File: src/rtl/serial_minmax_cell.sv
`timescale 1ns/1ps
module serial_minmax_cell #(
  parameter bit OUT_REG = 1'b1
) (
  input  logic clk,
  input  logic rst_n,
  input  logic start,
  input  logic a_bit,
  input  logic b_bit,
  output logic lo_bit,
  output logic hi_bit,
  input  logic rev_hi_in,
  input  logic rev_lo_in,
  output logic rev_a_out,
  output logic rev_b_out
);
  localparam logic [1:0] ST_EQ  = 2'd0;
  localparam logic [1:0] ST_AGT = 2'd1;
  localparam logic [1:0] ST_ALT = 2'd2;

  logic [1:0] state_q, base, route;
  logic       lo_c, hi_c;

  assign base = start ? ST_EQ : state_q;

  always_comb begin
    route = base;
    if (base == ST_EQ) begin
      if (a_bit && !b_bit)      route = ST_AGT;
      else if (!a_bit && b_bit) route = ST_ALT;
    end
  end

  always_ff @(posedge clk or negedge rst_n)
    if (!rst_n) state_q <= ST_EQ;
    else        state_q <= route;

  assign hi_c = (route == ST_ALT) ? b_bit : a_bit;
  assign lo_c = (route == ST_AGT) ? b_bit : a_bit;

  assign rev_a_out = (route == ST_AGT) ? rev_hi_in : rev_lo_in;
  assign rev_b_out = (route == ST_AGT) ? rev_lo_in : rev_hi_in;

  generate
    if (OUT_REG) begin : g_reg
      logic lo_q, hi_q;
      always_ff @(posedge clk or negedge rst_n)
        if (!rst_n) begin
          lo_q <= 1'b0;
          hi_q <= 1'b0;
        end else begin
          lo_q <= lo_c;
          hi_q <= hi_c;
        end
      assign lo_bit = lo_q;
      assign hi_bit = hi_q;
    end else begin : g_comb
      assign lo_bit = lo_c;
      assign hi_bit = hi_c;
    end
  endgenerate
endmodule

File: config.mk
export PLATFORM = sky130hd
export DESIGN_NAME = serial_minmax_cell
export DESIGN_NICKNAME = d
export VERILOG_FILES = /design/src/rtl/serial_minmax_cell.sv
export SDC_FILE = /design/constraint.sdc
export NUM_CORES = 1
export LEC_CHECK = 0
export ABC_CLOCK_PERIOD_IN_PS = 1300
export BUFFER_PORTS_ARGS = -buffer_cell sky130_fd_sc_hd__buf_4
export CAP_MARGIN = 20
export CELL_PAD_IN_SITES_DETAIL_PLACEMENT = 0
export CELL_PAD_IN_SITES_GLOBAL_PLACEMENT = 1
export CORE_AREA = 3 3 40 42
export DETAILED_ROUTE_END_ITERATION = 10
export DIE_AREA = 0 0 43 45
export MAX_ROUTING_LAYER = met4
export PLACE_DENSITY = 0.51
export SETUP_SLACK_MARGIN = 0.15
export SYNTH_ARGS = -nofsm -noshare
export SYNTH_HDL_FRONTEND = slang
export SYNTH_SLANG_ARGS = --single-unit
File: constraint.sdc
create_clock -name clk -period 1.3 [get_ports clk]
set_input_delay 0.13 -clock clk [delete_from_list [all_inputs] [get_ports clk]]
set_output_delay 0.13 -clock clk [all_outputs]
set_load 0.005 [all_outputs]
**Word-level counts from Yosys, hierarchy flattened**

Index checks and enable logic that the tools add are counted.

- Input bits: 7
- Register bits: 4
- Logic and storage cells: 18

- Mux-type cells: 8
- Equal/unequal tests: 2
- Reduce and logical (&&, ||, !) cells: 5

Operators by type and width:

| cell | count |
|---|---|
| $mux 2 | 4 |
| $mux 1 | 4 |
| $eq 2x1->1 const B | 1 |
| $eq 2x2->1 const B | 1 |
| $logic_and 1x1->1 | 2 |
| $logic_not 1->1 | 2 |
| $logic_not 2->1 | 1 |

**Depth between registers and ports, before layout**

- Word-level depth: 7
- Depth in mapped cells: 3
- Gate-level depth less buffers: 3

**Worst setup path after synthesis**

No wires, ideal clock.

- Path type: reg2out
- Start point: register state_q[1]
- End point: output port rev_a_out
- Path buffers: 0
- Stages on the path, launching flop included: 4
- Arrival: 0.983 ns
- Path slack: 0.187 ns
- Cells stage by stage: dfrtp_1 -> and2b_4 -> a21oi_4 -> mux2_4

- Cells in the longest elaborated chain, start to end: 6

Ends and longest elaborated chain:

| item | line | text |
|---|---|---|
| from (decl) | 21 | `logic [1:0] state_q, base, route;` |
| from (signal assigned) | 36 | `else state_q <= route;` |
| $mux 2 * | 24 | `assign base = start ? ST_EQ : state_q;` |
| $mux 2 | 30 | `else if (!a_bit && b_bit) route = ST_ALT;` |
| $mux 2 | 29 | `if (a_bit && !b_bit) route = ST_AGT;` |
| $mux 2 * | 28 | `if (base == ST_EQ) begin` |
| $eq 2x1->1 * | 41 | `assign rev_a_out = (route == ST_AGT) ? rev_hi_in : rev_lo_in;` |
| $mux 1 * | 41 |  |
| to (decl) | 14 | `output logic rev_a_out,` |

Every way passes the cells marked *; elsewhere a longest branch is shown, timed or not.

**Worst setup path in the final report**

Same ends and word-level chain as after synthesis.

==> flow_summary.toml <==
[timing]
fmax_mhz = 677
tns_ns = -0.351
period_needed_ns = 1.48
worstMarginPinSlew_ns = 0.152
setup_slack_ns = -0.178
relSlewSlack_pct = 89.9
hold_viol = 0
rsz0062_at_grt = "true"
finClkSkew_ns = 0.00371
setup_viol = 2
finalCritPeriodShare_pct = 114
report.final.slew_viol_count = 0

[setup_path]
slowest_delay_ns = 0.35
critPathMaxFanout = 3
cp-start-kind = "register"
critPathKind = "reg2out"
end_kind = "output pin"
crit_arrival_ns = 1.35
critical_path.top_delay_family = "flip-flops"
reg2reg_slack_ns = 0.08
path_cells = "and2b_4 -> a21oi_4 -> mux2_4 -> buf_6"
cp_slowest_cell = "dfrtp_1"
crit_buf_inv = 1
cp.required_ns = 1.17

[clocking]
cts_tree = "yes"
cts.sinks = 4
cts_root_buf = "clkbuf_4"
htreeDepth = 1
worstSkewPairLatency_ns = 0.23
cts_made_buffers = 3
clk_pin_slew_ns = 0.04
cts_max_path_buffers = 2

[synthesis]
ys_types = 11
syn_avg_cell_area_um2 = 13.2
synthCells = 17
ys_warn_count = 0
synth_top_area_share_pct = 44.7
synth_flop_cell = "dfrtp_1"
post_synth_most_frequent_cells = "4 x dfrtp_1, 3 x mux2_4, 2 x a21oi_1"
synth.most_common_cell = "dfrtp_1"
ys_ff_latch = 4
syn-cell-area_um2 = 224
synthArstFlopShare_pct = 100
yosys.area.top_type = "dfrtp_1"
synth_edf_count = 0
synth.top_cells.by_area = "dfrtp_1 45%, mux2_4 20%, a21oi_4 7.3%"
seq_area_frac_synth_pct = 44.7
syn_nets = 24

[min_path]
worstHoldPathType = "in2reg"

[route]
firstDrtPassIters = 2
remaining_drc_errors = 0
wl_um = 515
routedWlPerCell_um = 10.7
drtIter0Drc = 4
vias = 184
vias_per_cell = 3.83
ant_nets = 0

[die]
die_y_um = 45
fp-row-count = 13
start_util_pct = 17.4
dieArea_um2 = 1940
num_io_pins = 11
chipWidth_um = 43
design.core.area_um2 = 1280

[pwr]
total_power_w = 0.000402
p_per_area_nw_per_um2 = 1080
leakagePower_nw = 0.179
ir_worst_vdd_mv = 0.246

[placement]
dp_hpwl_um = 403
routabilityCongestion = 0.611
place_ws_ns = 0.0180
port_buffers = 10
placed_cells = 42

[global_routing]
grt_pass1_vias = 215
grt_pass1_wl_um = 834
grt_overflow = 0
grtUsageTotal_pct = 6.88
antenna_found_initial = 0
grt_max_degree = 6

[status]
violations = "setup timing"
outcome = "finished with violations"

[cells_and_area]
final_nets = 42
drive_above_1_share_pct = 66.7
fin_cells = 48
area_growth_pct = 66.5
insertedDiodeCount = 0
num-fill-cells = 153

[run]
maxCapViolCount = 0
where the power goes:
group	total [W]	internal, W	switching (W)
clock	0.000152	0.000103	0.0000486
combinational	0.000108	0.0000697	0.0000385
sequential	0.000142	0.000138	0.00000480
per-stage QoR:
stage                     cell area (um2)  utilization, %  hold WS [ns]
final                                 373            29.0         0.137
after global routing                  373            29.0         0.126
after CTS                             373            29.0         0.120
after detailed placement              318            24.7       -0.0710
after global placement                318            24.7       -0.0746
after floorplan                       224               -        -0.166
metal layers:
layer	share of wire (%)	track usage, %	vias to the layer above
li1	-	-	91
met1	40	5.58	83
met2	51	9.88	10
met3	8.7	2.39	0
met4	0	10.8	0
met5	0	-	-
area by class of cell:
type | count | area [um2] | share of cell area [%]
Sequential cell | 4 | 100 | 26.8
Multi-Input combinational cell | 13 | 124 | 33.2
Timing Repair Buffer | 13 | 108 | 28.9
Clock buffer | 3 | 22.5 | 6.04
Tap cell | 15 | 18.8 | 5.03
placed cells by master (no fill, tap or decap), drive strengths merged:
cell type,synthesis,final
o21ai,1,1
dfrtp,4,4
dlygate4sd3,0,1
buf,0,12
nand2b,2,2
mux2,3,3
nor2,1,1
a21oi,3,3
nand2,1,1
o21bai,1,1
clkbuf,0,3
and2b,1,1
timing repair:
item,4_1_cts,5_1_grt
setup buffers,2,0
endpoints found under the setup margin,3,3
endpoints found under the hold margin,4,0
hold buffers,1,0
gates resized for setup,2,0
kinds of logic (layout without fill, tap and decap cells):
group                  Yosys count  count (layout)  synth area share [%]
multiplexers                     3               3                  20.1
buffers and inverters            0              16                     0
AND/OR/NAND/NOR                  5               5                  17.9
flip-flops                       4               4                  44.7
AO/OA/AOI/OAI                    5               5                  17.3
sequential cells by signal (all words and copies together), names as in the netlist:
name and flops:
state_q 2, lo_bit 1, hi_bit 1
worst paths after layout:
kind,startpoint,endpoint,cells past startpoint
min in group asynchronous,rst_n,state_q[1],2
setup reg to reg,state_q[1],lo_bit,4
setup / recovery,state_q[1],rev_a_out,4
max in group asynchronous,rst_n,lo_bit,2
hold / removal,a_bit,state_q[1],2
hold reg to reg,state_q[0],hi_bit,2
No activity file was read; power rests on OpenSTA's default activity.
